<file path="src/rtl/dma1_pkg.sv">
package dma1_pkg;

  typedef enum logic [1:0] {
    ST_IDLE  = 2'd0,
    ST_FETCH = 2'd1,
    ST_SEND  = 2'd2,
    ST_DONE  = 2'd3
  } xfer_state_e;

  localparam int OFF_CTRL = 'h00;
  localparam int OFF_MADR = 'h10;
  localparam int OFF_QCNT = 'h20;
  localparam int OFF_TAGA = 'h30;
  localparam int OFF_DCNT = 'h40;

  localparam int START_BIT = 8;

endpackage

</file>
<file path="src/rtl/dma1_regs.sv">
module dma1_regs
  import dma1_pkg::*;
#(
  parameter int REGW = 32,
  parameter int OFFW = 8,
  parameter int CNTW = 32
) (
  input  logic            clk,
  input  logic            rst_n,
  input  logic            wr_en,
  input  logic [OFFW-1:0] wr_off,
  input  logic [REGW-1:0] wr_data,
  input  logic            rd_en,
  input  logic [OFFW-1:0] rd_off,
  input  logic            busy,
  input  logic            clr_start,
  input  logic            done_evt,
  output logic [REGW-1:0] rd_data,
  output logic            rd_valid,
  output logic            start_req,
  output logic [REGW-1:0] madr,
  output logic [CNTW-1:0] done_cnt
);

  localparam logic [REGW-1:0] START_MASK = REGW'(1) << START_BIT;

  logic [REGW-1:0] ctrl_q, ctrl_d;
  logic [REGW-1:0] madr_q, qcnt_q, taga_q;
  logic [CNTW-1:0] cnt_q;
  logic [REGW-1:0] rd_data_q;
  logic            rd_valid_q;

  // Control update: the launch flag is protected while a transfer runs.
  function automatic logic [REGW-1:0] ctrl_merge(input logic [REGW-1:0] old_v,
                                                 input logic [REGW-1:0] new_v,
                                                 input logic            keep);
    return keep ? ((new_v & ~START_MASK) | (old_v & START_MASK)) : new_v;
  endfunction

  function automatic logic hit(input logic [OFFW-1:0] off, input int target);
    return off == OFFW'(target);
  endfunction

  function automatic logic [REGW-1:0] pick(input logic [OFFW-1:0] off);
    logic [REGW-1:0] v;
    v = '0;
    if (hit(off, OFF_CTRL)) v = ctrl_q;
    if (hit(off, OFF_MADR)) v = madr_q;
    if (hit(off, OFF_QCNT)) v = qcnt_q;
    if (hit(off, OFF_TAGA)) v = taga_q;
    if (hit(off, OFF_DCNT)) v = REGW'(cnt_q);
    return v;
  endfunction

  always_comb begin
    ctrl_d = ctrl_q;
    if (wr_en && hit(wr_off, OFF_CTRL)) ctrl_d = ctrl_merge(ctrl_q, wr_data, busy);
    if (clr_start) ctrl_d = ctrl_d & ~START_MASK;
  end

  always_ff @(posedge clk) begin
    if (!rst_n) begin
      ctrl_q     <= '0;
      madr_q     <= '0;
      qcnt_q     <= '0;
      taga_q     <= '0;
      cnt_q      <= '0;
      rd_data_q  <= '0;
      rd_valid_q <= 1'b0;
    end else begin
      ctrl_q <= ctrl_d;
      if (wr_en && hit(wr_off, OFF_MADR)) madr_q <= wr_data;
      if (wr_en && hit(wr_off, OFF_QCNT)) qcnt_q <= wr_data;
      if (wr_en && hit(wr_off, OFF_TAGA)) taga_q <= wr_data;
      if (done_evt) cnt_q <= cnt_q + 1'b1;
      rd_valid_q <= rd_en;
      rd_data_q  <= rd_en ? pick(rd_off) : '0;
    end
  end

  assign rd_data   = rd_data_q;
  assign rd_valid  = rd_valid_q;
  assign start_req = ctrl_q[START_BIT];
  assign madr      = madr_q;
  assign done_cnt  = cnt_q;

endmodule

</file>
<file path="src/rtl/dma1_xfer.sv">
module dma1_xfer
  import dma1_pkg::*;
#(
  parameter int REGW = 32,
  parameter int AW   = 32,
  parameter int DW   = 128
) (
  input  logic            clk,
  input  logic            rst_n,
  input  logic            start_req,
  input  logic [REGW-1:0] base_addr,
  input  logic            rsp_valid,
  input  logic [DW-1:0]   rsp_data,
  input  logic            snd_ready,
  output xfer_state_e     state,
  output logic            mem_req,
  output logic [AW-1:0]   mem_addr,
  output logic            snd_valid,
  output logic [DW-1:0]   snd_data,
  output logic            done_evt,
  output logic            clr_start,
  output logic            busy
);

  xfer_state_e st_q, st_d;
  logic [DW-1:0] hold_q;
  logic          take_rsp;

  assign take_rsp = (st_q == ST_FETCH) && rsp_valid;

  always_comb begin
    st_d = st_q;
    unique case (st_q)
      ST_IDLE:  if (start_req) st_d = ST_FETCH;
      ST_FETCH: if (rsp_valid) st_d = ST_SEND;
      ST_SEND:  if (snd_ready) st_d = ST_DONE;
      ST_DONE:  st_d = ST_IDLE;
      default:  st_d = ST_IDLE;
    endcase
  end

  always_ff @(posedge clk) begin
    if (!rst_n) begin
      st_q   <= ST_IDLE;
      hold_q <= '0;
    end else begin
      st_q <= st_d;
      if (take_rsp) hold_q <= rsp_data;
    end
  end

  assign state     = st_q;
  assign mem_req   = (st_q == ST_FETCH);
  assign mem_addr  = AW'(base_addr);
  assign snd_valid = (st_q == ST_SEND);
  assign snd_data  = hold_q;
  assign done_evt  = (st_q == ST_SEND) && snd_ready;
  assign clr_start = (st_q == ST_DONE);
  assign busy      = (st_q != ST_IDLE);

endmodule

</file>
<file path="src/rtl/dma1_engine.sv">
module dma1_engine
  import dma1_pkg::*;
#(
  parameter int REGW = 32,
  parameter int OFFW = 8,
  parameter int AW   = 32,
  parameter int DW   = 128,
  parameter int CNTW = 32
) (
  input  logic            clk,
  input  logic            rst_n,
  input  logic            cfg_wr_en,
  input  logic [OFFW-1:0] cfg_wr_off,
  input  logic [REGW-1:0] cfg_wr_data,
  input  logic            cfg_rd_en,
  input  logic [OFFW-1:0] cfg_rd_off,
  output logic [REGW-1:0] cfg_rd_data,
  output logic            cfg_rd_valid,
  output logic            mem_req,
  output logic [AW-1:0]   mem_addr,
  input  logic            mem_rsp_valid,
  input  logic [DW-1:0]   mem_rsp_data,
  output logic            snd_valid,
  output logic [DW-1:0]   snd_data,
  input  logic            snd_ready
);

  // Named internal events, observed by the bound checker.
  xfer_state_e     st;
  logic            ctrl_start;
  logic            busy;
  logic            clr_start;
  logic            done_evt;
  logic [REGW-1:0] madr;
  logic [CNTW-1:0] done_cnt;

  dma1_regs #(.REGW(REGW), .OFFW(OFFW), .CNTW(CNTW)) u_regs (
    .clk       (clk),
    .rst_n     (rst_n),
    .wr_en     (cfg_wr_en),
    .wr_off    (cfg_wr_off),
    .wr_data   (cfg_wr_data),
    .rd_en     (cfg_rd_en),
    .rd_off    (cfg_rd_off),
    .busy      (busy),
    .clr_start (clr_start),
    .done_evt  (done_evt),
    .rd_data   (cfg_rd_data),
    .rd_valid  (cfg_rd_valid),
    .start_req (ctrl_start),
    .madr      (madr),
    .done_cnt  (done_cnt)
  );

  dma1_xfer #(.REGW(REGW), .AW(AW), .DW(DW)) u_xfer (
    .clk       (clk),
    .rst_n     (rst_n),
    .start_req (ctrl_start),
    .base_addr (madr),
    .rsp_valid (mem_rsp_valid),
    .rsp_data  (mem_rsp_data),
    .snd_ready (snd_ready),
    .state     (st),
    .mem_req   (mem_req),
    .mem_addr  (mem_addr),
    .snd_valid (snd_valid),
    .snd_data  (snd_data),
    .done_evt  (done_evt),
    .clr_start (clr_start),
    .busy      (busy)
  );

endmodule

</file>
<file path="config.mk">
export PLATFORM = sky130hd
export DESIGN_NAME = dma1_engine
export DESIGN_NICKNAME = d
export VERILOG_FILES = /design/src/rtl/dma1_pkg.sv /design/src/rtl/dma1_regs.sv /design/src/rtl/dma1_xfer.sv /design/src/rtl/dma1_engine.sv
export SDC_FILE = /design/constraint.sdc
export NUM_CORES = 1
export LEC_CHECK = 0
export BUFFER_PORTS_ARGS = -buffer_cell sky130_fd_sc_hd__clkbuf_2
export CAP_MARGIN = 0
export CELL_PAD_IN_SITES_DETAIL_PLACEMENT = 0
export CELL_PAD_IN_SITES_GLOBAL_PLACEMENT = 2
export CORE_UTILIZATION = 29
export DETAILED_ROUTE_END_ITERATION = 10
export PLACE_DENSITY_LB_ADDON = 0.1
export SLEW_MARGIN = 20
export SYNTH_ARGS = -nofsm -noshare
export SYNTH_HDL_FRONTEND = slang
export SYNTH_SLANG_ARGS = --single-unit
</file>
<file path="constraint.sdc">
create_clock -name clk -period 2.1 [get_ports clk]
set_input_delay 0.42 -clock clk [delete_from_list [all_inputs] [get_ports clk]]
set_output_delay 0.42 -clock clk [all_outputs]
set_load 0.1 [all_outputs]
</file>
; Word level (Yosys, flattened, before mapping)
; Cells that the tools add are included.
[totals]
out_inout_bits = 195
word_cells = 50
regBits = 323
inputBits = 182
[classes]
addsub = 1
bitwise = 2
eq_ne = 13
muxes = 11
reduce_logical = 13
[op_table]
columns = cell, count
row1 = $mux W32, 7
row2 = $add A32 B1 Y32 const B, 1
row3 = $eq A8 B6 Y1 const B, 4
row4 = $or A32 B9 Y32, 1
row5 = $eq A8 B5 Y1 const B, 2
row6 = $logic_not A8 Y1, 2
row7 = $eq A8 B7 Y1 const B, 1
row8 = $pmux W2 S4, 1
row9 = $logic_and A1 B1 Y1, 6
row10 = $mux W2, 3
row11 = $eq A2 B2 Y1 const B, 2
row12 = $ne A2 B1 Y1 const B, 2
row13 = $reduce_and A3 Y1, 1
row14 = $eq A2 B1 Y1 const B, 1
row15 = $logic_not A2 Y1, 1
row16 = $ne A2 B2 Y1 const B, 1
row17 = $reduce_and A2 Y1, 1
row18 = $reduce_bool A2 Y1, 1
row19 = $reduce_or A2 Y1, 1
row20 = $not A1 Y1, 1

; Longest topological paths before layout
; Gate-level depths: netlist of the first run.
[depth]
ltp_word = 6
depth_mapped = 8
ltp_nobuf = 6

; By module
; From an unflattened synthesis of the first run, not the netlist that was laid out.
[unflattened]
cells_unflattened = 1542
hier_area_um2 = 13708.1
[by_module_without_submodules]
columns = mod, seq_area_each_um2, cells_per_inst, area_each_um2, instances
row1 = dma1_regs, 3863.7, 934, 8067.7, 1
row2 = dma1_xfer, 2602.5, 608, 5640.4, 1

; Worst setup path before layout of the first run
; No wires, ideal clock.
[synth_timing]
path_type = register to register
from = reg u_xfer.st_q[0], in the netlist u_xfer.state[0]
to = reg u_regs.cnt_q[31], in the netlist u_regs.done_cnt[31]
path_stages_with_launch = 8
setup_time_ps = 70
n_path_buf = 1
t_required_ps = 2030
period_less_slack_ps = 2697
t_arrival_ps = 2626
slack_ps = -597
path_cell_list = dfxtp_1 inv_1 ha_1 and4_1 nand4_1 clkbuf_1 or4_1 a21oi_1
[synth_between]
elab_chain_len = 2
[synth_lines]
columns = element, line_no
row1 = "start, declared", dma1_xfer.sv:25  ; xfer_state_e st_q, st_d;
row2 = "start signal, assigned", dma1_xfer.sv:47  ; st_q <= st_d;
row3 = $eq A2 B2 Y1, n/a
row4 = net snd_valid, dma1_engine.sv:23  ; output logic snd_valid,
row5 = $logic_and A1 B1 Y1, dma1_xfer.sv:57  ; assign done_evt = (st_q == ST_SEND) && snd_ready;
row6 = "end signal, assigned", dma1_regs.sv:75  ; if (done_evt) cnt_q <= cnt_q + 1'b1;
row7 = "end, declared", dma1_regs.sv:29  ; logic [CNTW-1:0] cnt_q;
; The timed path passes the listed nets, and every way through them passes these cells.
; A chain may end at the register's enable or synchronous reset.

; Worst setup path in the final report of the first run
[layout_timing]
from = reg u_xfer.st_q[0], in the netlist u_xfer.state[0]
to = out snd_valid
[layout_between]
elab_chain_len = 1
[layout_lines]
columns = element, line_no
row1 = $eq A2 B2 Y1, dma1_xfer.sv:55  ; assign snd_valid = (st_q == ST_SEND);
row2 = "end, declared", dma1_engine.sv:23
; Every way passes these cells.

==> summary.md, run 1 <==
| Metric | Value |
|---|---|
| Net count after synthesis | 1734 |
| P&R area growth vs syn | 32.7% |
| Register area | 6470 sq um |
| Global route overflow | 0 |
| Die Area | 44500 sq um |
| YS warnings | 0 |
| Via count | 11840 |
| Area of the multi-input gates | 5750 sq um |
| Post-synth cell types | 45 |
| Placement Cell Area | 15600 sq um |
| Worst-case clock buffer depth | 3 |
| Nets | 2088 |
| Die Wd | 211 microns |
| Io pins | 377 |
| Cell count after placement | 2445 |
| Detailed Routing Iterations Pass 1 | 6 |
| Final hold vios | 0 |
| Crit path max fanout | 8 |
| Port Buffers | 376 |
| Final Instance Area | 16800 sq um |
| Layout cells sized above 1 | 27.5% |
| RSZ-0062 raised after global routing | false |
| Worst skew pair latency | 0.55 ns |
| Reg2reg setup slack | 0.14 ns |
| Hold WS | 0.0861 ns |
| H-tree depth | 2 |
| Final Util | 39.0% |
| Post-route clock period utilization | 94.5% |
| Arrival @ worst endpoint | 1.56 ns |
| Max cap viols | 0 |
| Outcome | finished, final reports clean |
| Post-route ant nets | 0 |
| Vias in the first global route | 11474 |
| Tmin final | 1.98 ns |
| WP data required | 1.68 ns |
| Static Leakage | 6.87 nW |
| Worst setup path category | reg2out |
| Post-DP HPWL | 31200 microns |
| Top cells by area, synth | dfxtp_1 (51%), nand2_1 (14%), a21oi_1 (9.6%), mux2i_1 (5.3%), clkbuf_1 (3.1%) |
| Synth Cell Area | 12700 sq um |
| PD cells | 822 nW/um^2 |
| Cells after Synth | 1547 |
| Final wirelength | 44800 microns |
| First-pass GRT wire length | 68000 microns |
| Endpoint type of the worst setup path | primary output |
| Vias/cell | 4.72 |
| DR WL/cell | 17.9 microns |
| # setup viols final | 0 |
| Final GP Congestion | 0.766 |
| TritonCTS clock tree | yes |
| Post-Layout Cell Count | 2507 |
| Synth async-reset ratio | 0% |
| Worst VDD drop | 462 uV |
| Synth Flop Type | dfxtp_1 |
| EDFF count, synth | 0 |
| Root Driver | clkbuf_16 |
| Reg clk slew, reported paths | 0.06 ns |
| Largest net degree at the start of global routing | 62 |
| Seq/Total Area, Yosys | 51.1% |
| DR iter-0 viols | 534 |
| Cts bufs inserted | 39 |
| Worst slew pin tran | 0.676 ns |
| Synth top area share | 51.1% |
| DR DRC count | 0 |
| Avg Synthesized Cell Area | 8.19 sq um |
| Initial core utilization | 29.4% |
| Slew headroom | 55.1% |
| Initial antenna violation count | 1 |
| HP Class | in2reg |
| Core Area | 43100 sq um |
| GRT Total Usage | 19.8% |
| Max Clk Rate | 504 MHz |
| Clock skew | 0.0177 ns |
| Rows | 76 |
| Crit Reg-Reg Startpoint | u_xfer.state[0] |
| Fin. max-slew vios | 0 |
| Setup TNS | 0 ns |
| Sink Count | 323 |
| Filler instances | 4551 |
| Register bit total from synthesis | 323 |
| CP Launch Point | u_xfer.state[0] |
| Die span in y | 211 microns |
| Startpoint types | flop |
| Ant. Diodes | 0 |
| Hold path start | mem_rsp_data[28] |
| Cell taking the most area after synthesis | dfxtp_1 |
-- state kept, by name (all words and copies together), names as in the netlist --
register and cells:
u_regs.rd_valid 1, u_regs.taga_q 32, u_xfer.snd_data 128, u_regs.madr 32
u_regs.ctrl_q 32, u_regs.rd_data 32, u_xfer.state 2, u_regs.done_cnt 32
u_regs.qcnt_q 32
-- Yosys cell counts (15+ instances only) --
| master | number |
|---|---|
| clkbuf_1 | 104 |
| mux2_2 | 27 |
| dfxtp_1 | 323 |
| a21oi_1 | 244 |
| nor3_1 | 31 |
| o31ai_1 | 15 |
| o21ai_0 | 37 |
| nand2_1 | 463 |
| a22oi_1 | 28 |
| or4_1 | 18 |
| mux2i_1 | 67 |
| nor2_1 | 75 |
-- area by class of cell --
class	count	share of cell area, %
multi-input cells	1093	34.2
repair buffers	433	15.4
flip-flops and latches	323	38.5
clock inverters	6	0.328
clock buffers	56	6.92
inverters	11	0.290
well taps	585	4.35
-- where the power goes --
part	switching [W]	total [W]	internal [W]
Sequential	0.0000266	0.00621	0.00618
Clock	0.00261	0.00653	0.00393
Combinational	0.000782	0.00108	0.000301
Total	0.00341	0.0138	0.0104
-- layer usage --
layer | vias up | wire [microns] | track usage, %
met2 | 275 | 22100 | 33.6
met1 | 5553 | 19000 | 24.2
met4 | 2 | 1030 | 6.77
met3 | 62 | 2680 | 5.13
met5 | - | 16 | 0
li1 | 5948 | - | -
-- metrics by stage --
stage | setup WS [ns] | power, W
CTS | 0.0688 | 0.0141
floorplan | -0.0214 | 0.00700
detailed placement | 0.0252 | 0.00744
global route | 0.00674 | 0.0144
finish | 0.116 | 0.0138
global placement | 0.0682 | 0.00744
-- placed cells by master (no fill, tap or decap), types with 5 or more instances in the layout --
cell type	count
or3_1	6
clkinv_2	5
nand3_1	11
nand3b_1	8
a22oi_1	28
clkbuf_8	8
buf_4	36
xor2_1	7
nand2_1	462
mux2i_1	67
mux2_2	27
o21ai_0	37
clkbuf_1	7
clkbuf_16	41
nor3_1	31
o31ai_1	15
nand2b_1	5
or4_1	18
buf_12	22
inv_1	10
nand4_1	8
nor2_1	74
clkbuf_2	373
dfxtp_1	323
a21oi_1	244
-- worst paths after layout --
path                         endpoint  depth (start not counted)
setup / recovery            snd_valid                          3
hold / removal    u_xfer.snd_data[28]                          3
setup reg to reg  u_regs.done_cnt[31]                          7
hold reg to reg     u_regs.ctrl_q[15]                          2
-- critical path, stage by stage (launching register included) --
cell      delay [ns]
dfxtp_1         0.34
inv_1           0.12
ha_4            0.19
clkbuf_4        0.36
-- kinds of logic (layout without fill, tap and decap cells) --
family                   count (synthesis)  in the layout  share of synthesized area, %
AND/OR/NAND/NOR                        648            648                          21.7
AO/OA/AOI/OAI                          338            338                          14.5
buffers and inverters                  131            506                          4.01
adder cells (fa/ha/maj)                  5              5                         0.494
flip-flops                             323            323                          51.1
multiplexers                            94             94                          7.70
XOR/XNOR                                 8              8                         0.553
-- what timing repair did --
item                       in CTS  in global routing
hold buffers                    0                  0
buffers inserted                0                  0
cloned                          0                  0
resized for setup               1                  2
setup endpoints to repair       1                  3
No activity file was read; power rests on OpenSTA's default activity.
==> run 2: changes to the inputs <==
- ABC_AREA: default -> 1
- CORE_UTILIZATION: 29 -> 28
- CTS_CLUSTER_SIZE: default -> 28
==> run 2 against run 1 <==
Effect of this change: fmax fell by 0.88%; total power rose by 41%; global-route usage up 1.2 points; cell count is 9.5% higher; worst setup slack worse by 0.018 ns; clock-buffer cell count down 1; routed wire length increased by 10%; critical path depth unchanged; clock power decreased by 2%.
==> summary.md, run 2 <==
| Metric | Value |
|---|---|
| Startpoint types | flop |
| Post-route ant nets | 0 (unchanged) |
| Worst skew pair latency | 0.56 ns (about the same) |
| Most numerous cell in the Yosys netlist | nor2_1 |
| Static Leakage | 6.88 nW (+0.28%) |
| WP data required | 1.68 ns (about the same) |
| Placement Cell Area | 15500 sq um (-0.24%) |
| RSZ-0062 raised after global routing | false |
| P&R area growth vs syn | 30.8% |
| Fin. max-slew vios | 0 (unchanged) |
| HP Class | in2reg |
| Avg Synthesized Cell Area | 7.24 sq um (-12%) |
| Vias in the first global route | 12532 (+9.2%) |
| Global Route met1 Usage | 25.9% (+1.7 points) |
| YS warnings | 0 (unchanged) |
| Xor and xnor area share after synthesis | 0.205% (-0.35 points) |
| Crit path max fanout | 3 (-5) |
| EDFF count, synth | 0 (unchanged) |
| Die Wd | 216 microns (+2.3%) |
| Commonest non-fill, non-tap cell in the layout | nor2_1 |
| DR iter-0 viols | 553 (+3.6%) |
| Cell taking the most area after synthesis | dfxtp_1 |
| Core Area | 44600 sq um (+3.6%) |
| Cells after Synth | 1769 (+14%) |
| Final Instance Area | 16700 sq um (-0.35%) |
| Nets | 2313 (+11%) |
| Net count after synthesis | 1956 (+13%) |
| Post-synthesis mux area share | 0% (-7.7 points) |
| Final hold vios | 0 (unchanged) |
| Clock skew | 0.0146 ns (-0.00302 ns) |
| Max reg flops | 128 (unchanged) |
| Vias/cell | 4.62 (-2.1%) |
| Post-synthesis adder-cell area fraction | 0.489% (-0.0053 points) |
| Outcome | finished, final reports clean |
| Initial antenna violation count | 1 (unchanged) |
| Tmin final | 2.00 ns (+0.0175 ns) |
| Endpoint type of the worst setup path | primary output |
| Post-DP HPWL | 35600 microns (+14%) |
| Die Area | 46600 sq um (+4.6%) |
| Most frequent cells in the layout | nor2_1 (436), clkbuf_2 (373), dfxtp_1 (323) |
| Initial core utilization | 28.7% (-0.70 points) |
| Layout cells sized above 1 | 23.7% (-3.8 points) |
| Post-Layout Cell Count | 2744 (+9.5%) |
| Crit-path cells | inv_1 > ha_2 > clkbuf_4 |
| Seq/Total Area, Yosys | 50.5% (-0.54 points) |
| Synth Cell Area | 12800 sq um (+1.1%) |
| Final GP Congestion | 0.797 (+4.1%) |
| Post-route clock period utilization | 95.3% (+0.83 points) |
| Top cells by count, synth | nor2_1 (440), dfxtp_1 (323), o21ai_0 (220) |
| Port Buffers | 376 (unchanged) |
| GRT Total Usage | 21.0% (+1.2 points) |
| Cell count after placement | 2676 (+9.4%) |
| First-pass GRT wire length | 75400 microns (+11%) |
| Worst-case clock buffer depth | 3 (unchanged) |
| Sink Count | 323 (unchanged) |
| Rows | 77 (+1.3%) |
| Met3 Use GR | 6.78% (+1.7 points) |
| Detailed Routing Iterations Pass 1 | 4 (-2) |
| Ant. Diodes | 0 (unchanged) |
| PD cells | 1160 nW/um^2 (+41%) |
| Top cells by area, synth | dfxtp_1 (51%), nor2_1 (13%), o21ai_0 (8.6%), nand2_1 (6.4%), a21oi_1 (6.0%) |
| Arrival @ worst endpoint | 1.58 ns (+0.02 ns) |
| Simple-gate area share of the yosys netlist | 24.5% (+2.9 points) |
| Largest family of logic cells by synthesized area | simple AND/OR/NAND/NOR gates |
| Max incr delay on CP | 0.35 ns (about the same) |
| Largest net degree at the start of global routing | 103 (+66%) |
| Filler instances | 4830 (+6.1%) |
| DR WL/cell | 18.0 microns (+0.52%) |
| Max Clk Rate | 500 MHz (-0.88%) |
| Slew headroom | 55.0% (-0.12 points) |
| TritonCTS clock tree | yes |
| Cts bufs inserted | 39 (unchanged) |
| Die span in y | 216 microns (+2.3%) |
| Io pins | 377 (unchanged) |
| Via count | 12689 (+7.2%) |
| Worst VDD drop | 638 uV (+38%) |
| Synth top area share | 50.5% (-0.54 points) |
| Max cap viols | 0 (unchanged) |
| Synth Flop Type | dfxtp_1 |
| Synth async-reset ratio | 0% (unchanged) |
| Root Driver | clkbuf_16 |
| Register bit total from synthesis | 323 (unchanged) |
| Post-synth cell types | 35 (-22%) |
| Compound-Gate Fraction of Synth Area | 17.9% (+3.4 points) |
| Crit path max-delay cell type | clkbuf_4 |
| DR DRC count | 0 (unchanged) |
| Global route overflow | 0 (unchanged) |
| Worst slew pin tran | 0.678 ns (+0.00174 ns) |
| H-tree depth | 2 (unchanged) |
| Setup TNS | 0 ns (unchanged) |
| # setup viols final | 0 (unchanged) |
| GR peak layer | met2 |
| Reg clk slew, reported paths | 0.06 ns (about the same) |
| Final wirelength | 49300 microns (+10%) |
| Grt met2 use | 34.3% (+0.70 points) |
| Worst setup path category | reg2out |
-- run 2: cell types whose count changed in the layout (fill, tap and decap cells not counted), sizes merged, moves of 7 or more --
cell,before,now
nor2,75,444
o21ai,37,296
nand2,463,221
a21oi,244,153
nand3,11,91
inv,11,88
mux2i,67,0
a22oi,28,0
mux2,27,0
nor3,31,10
or4,18,0
o31ai,15,0
clkinv,5,12
-- run 2: stage by stage --
| stage | utilization, % | power (W) | hold slack [ns] | worst slack [ns] |
|---|---|---|---|---|
| 2_1_floorplan | - | 0.0119 | 0.425 | 0.00234 |
| 3_3_place_gp | 34.8 | 0.0132 | 0.435 | 0.133 |
| 3_5_place_dp | 34.8 | 0.0132 | 0.440 | 0.0627 |
| 4_1_cts | 37.5 | 0.0197 | 0.0691 | 0.0529 |
| 5_1_grt | 37.5 | 0.0204 | 0.0912 | 0.0158 |
| 6_report | 37.5 | 0.0194 | 0.101 | 0.0988 |
-- run 2: path summary, 6_finish.rpt --
path	from	end	slack, ns	cells past startpoint
setup / recovery	u_xfer.state[1]	mem_req	0.1	3
hold / removal	mem_rsp_data[116]	u_xfer.snd_data[116]	0.10	3
setup reg to reg	u_xfer.state[0]	u_regs.done_cnt[24]	0.19	11
hold reg to reg	u_regs.taga_q[3]	u_regs.taga_q[3]	0.45	2
-- run 2: what timing repair did --
action | in CTS | in global routing
setup endpoints to repair | 1 | 4
hold buffers | 0 | 0
pin swaps | 0 | 1
resized for setup | 1 | 0
setup buffers | 0 | 1
-- run 2: area by class of cell --
| class | instances | area, sq um | share of cell area (%) |
|---|---|---|---|
| inverters | 88 | 332 | 1.98 |
| well taps | 592 | 741 | 4.42 |
| flip-flops and latches | 323 | 6470 | 38.6 |
| multi-input cells | 1243 | 5560 | 33.2 |
| clock buffers | 55 | 1110 | 6.61 |
| clock inverters | 12 | 75.1 | 0.448 |
| repair buffers | 431 | 2470 | 14.7 |
-- run 2: kinds of logic (layout without fill, tap and decap cells) --
kind of cell,Yosys count,after routing
AOI/OAI and AO/OA,455,455
DFF,323,323
and+or+nand+nor,780,780
adders and majority gates,5,5
buffers and inverters,203,586
xor gates and xnor gates,3,3
-- run 2: worst max-delay path: cells and delay by family, from the launching register on --
kind / cells / cell delay (ns)
flops: 1 / 0.33
fa+ha+maj: 1 / 0.24
buf+inv: 2 / 0.45
-- run 2: per-layer routing --
| metal | wire length [microns] | vias to the layer above |
|---|---|---|
| li1 | - | 6475 |
| met1 | 20900 | 5801 |
| met2 | 23200 | 349 |
| met3 | 4000 | 62 |
| met4 | 1180 | 2 |
| met5 | 13 | - |
-- run 2: where the power goes --
| group | total, W | switching (W) | internal [W] |
|---|---|---|---|
| Clock | 0.00640 | 0.00273 | 0.00367 |
| Sequential | 0.00692 | 0.000272 | 0.00665 |
| Combinational | 0.00613 | 0.00507 | 0.00105 |
==> run 3: changes to the inputs <==
- CELL_PAD_IN_SITES_DETAIL_PLACEMENT: 0 -> 1
==> run 3 against run 2 <==
Effect of this change: clock-buffer cell count increased by 3; total power increased by 3.6%; sequential power about the same; hold slack improved by 0.0063 ns; clock power increased by 10%; sequential cell count unchanged; final area increased by 0.92%; combinational power about the same; global-route usage increased by 0.95 points; non-clock buffer count unchanged; die area unchanged; largest cell class unchanged.
==> summary.md, run 3 (synthesis results as in run 2) <==
| Metric | Value |
|---|---|
| Endpoint type of the worst setup path | primary output |
| CP Launch Point | u_xfer.state[1] |
| Hold path depth | 3 (unchanged) |
| Hold path start | mem_rsp_data[10] |
| Reg clk slew, reported paths | 0.06 ns (about the same) |
| Rows | 77 (unchanged) |
| Most frequent cells in the layout | nor2_1 (436), clkbuf_2 (373), dfxtp_1 (323) |
| Die Wd | 216 microns (unchanged) |
| Vias in the first global route | 13435 (+7.2%) |
| PD cells | 1190 nW/um^2 (+2.7%) |
| Final Instance Area | 16900 sq um (+0.92%) |
| P&R area growth vs syn | 32.0% |
| Initial antenna violation count | 3 (+2) |
| Max reg flops | 128 (unchanged) |
| Io pins | 377 (unchanged) |
| Post-route clock period utilization | 95.8% (+0.46 points) |
| Crit path max fanout | 3 (unchanged) |
| Crit path max-delay cell type | clkbuf_4 |
| GRT Total Usage | 21.9% (+0.95 points) |
| Slew headroom | 55.0% (about the same) |
| Reg-to-reg endpoint | u_regs.done_cnt[25] |
| Setup slack after layout | 0.0891 ns (-0.00970 ns) |
| Die span in y | 216 microns (unchanged) |
| Clock skew | 0.0196 ns (+0.00500 ns) |
| RSZ-0062 raised after global routing | false |
| Place WS | 0.0976 ns (+0.0349 ns) |
| Fin. max-slew vios | 0 (unchanged) |
| DR DRC count | 0 (unchanged) |
| Port Buffers | 376 (unchanged) |
| Outcome | finished, final reports clean |
| Max incr delay on CP | 0.36 ns (about the same) |
| Post-DP HPWL | 37500 microns (+5.2%) |
| Static Leakage | 6.96 nW (+1.0%) |
| DR WL/cell | 18.7 microns (+4.1%) |
| HP Class | in2reg |
| Crit Reg-Reg Startpoint | u_xfer.state[0] |
| Worst slew pin tran | 0.678 ns (+0.000143 ns) |
| Sink Count | 323 (unchanged) |
| Worst setup path category | reg2out |
| Cts bufs inserted | 40 (+2.6%) |
| Cell count after placement | 2676 (unchanged) |
| Cts hold-fix bufs | 0 (unchanged) |
| Final wirelength | 51300 microns (+4.2%) |
| TritonCTS clock tree | yes |
| Commonest non-fill, non-tap cell in the layout | nor2_1 |
| Via count | 13017 (+2.6%) |
| Max cap viols | 0 (unchanged) |
| R2R depth | 10 (-1) |
| Global route overflow | 0 (unchanged) |
| Placement Cell Area | 15500 sq um (unchanged) |
| Die Area | 46600 sq um (unchanged) |
| H-tree depth | 2 (unchanged) |
| Arrival @ worst endpoint | 1.59 ns (about the same) |
| Detailed Routing Iterations Pass 1 | 5 (+1) |
| Total Power | 0.0202 W (+3.6%) |
| Initial core utilization | 28.7% (unchanged) |
| First-pass GRT wire length | 79300 microns (+5.3%) |
| WP data required | 1.68 ns (about the same) |
| Setup TNS | 0 ns (unchanged) |
| Worst VDD drop | 660 uV (+3.4%) |
| Root Driver | clkbuf_16 |
| Layout cells sized above 1 | 23.9% (+0.16 points) |
| Post-Layout Cell Count | 2746 (+0.073%) |
| # setup viols final | 0 (unchanged) |
| Crit-path cells | inv_1 > ha_2 > clkbuf_4 |
| Final hold vios | 0 (unchanged) |
| Worst-case clock buffer depth | 3 (unchanged) |
| Worst skew pair latency | 0.56 ns (about the same) |
| Startpoint types | flop |
| Largest net degree at the start of global routing | 103 (unchanged) |
| Reg2reg setup slack | 0.17 ns (-0.02 ns) |
| Core Area | 44600 sq um (unchanged) |
| Nets | 2314 (+0.043%) |
| Final GP Congestion | 0.797 (unchanged) |
| DR iter-0 viols | 538 (-2.7%) |
| Worst Hold End | u_xfer.snd_data[10] |
| Post-route ant nets | 0 (unchanged) |
| Ant. Diodes | 0 (unchanged) |
| Vias/cell | 4.74 (+2.5%) |
| Max Clk Rate | 497 MHz (-0.48%) |
| Tmin final | 2.01 ns (+0.00970 ns) |
[run 3: cell types whose count changed in the layout (fill, tap and decap cells not counted)]
cell,delta
clkbuf_8,+3
clkinv_4,+1
bufinv_16,+3
clkinv_2,-4
clkbuf_16,+2
inv_6,-1
clkbuf_1,-2
[run 3: worst max-delay path, delay by kind of cell, from the launching register on]
| kind | cells | cell delay (ns) |
|---|---|---|
| flops | 1 | 0.33 |
| buf+inv | 2 | 0.46 |
| fa+ha+maj | 1 | 0.24 |
[run 3: timing repair]
item,4_1_cts,5_1_grt
buffers inserted,0,1
pin swaps,0,1
hold endpoints to repair,0,0
setup endpoints to repair,1,3
resized for setup,1,0
[run 3: where the power goes]
group	switching, W	internal, W	leakage, nW
Combinational	0.00511	0.00105	3.68
Sequential	0.000271	0.00665	2.61
Clock	0.00278	0.00430	0.661
[run 3: stage by stage]
step	hold slack (ns)	util, %
2_1_floorplan	0.425	-
3_3_place_gp	0.435	34.8
3_5_place_dp	0.442	34.8
4_1_cts	0.0790	37.8
5_1_grt	0.110	37.9
6_report	0.108	37.9
[run 3: worst max path at each step]
| stage | end |
|---|---|
| after floorplan | u_regs.done_cnt[30] |
| after global placement | u_regs.done_cnt[24] |
| after detailed placement | u_regs.qcnt_q[4] |
| after CTS | mem_req |
| after global routing | mem_req |
| final | mem_req |
[run 3: area by class of cell]
cell class,instances,area [sq um]
Timing Repair Buffer,431,2470
Clock inverter,11,145
Inverter,88,332
Multi-Input combinational cell,1243,5560
Tap cell,592,741
Sequential cell,323,6470
Fill cell,5588,27700
Clock buffer,58,1190
[run 3: per-layer routing]
metal	vias to the layer above	share of wire (%)	wire length (microns)	global-route usage [%]
met5	-	0.068	35	0
met4	6	2.5	1310	7.23
met3	72	7.8	4010	7.16
met2	308	47	24300	36.8
met1	6153	42	21700	26.2
li1	6478	-	-	-
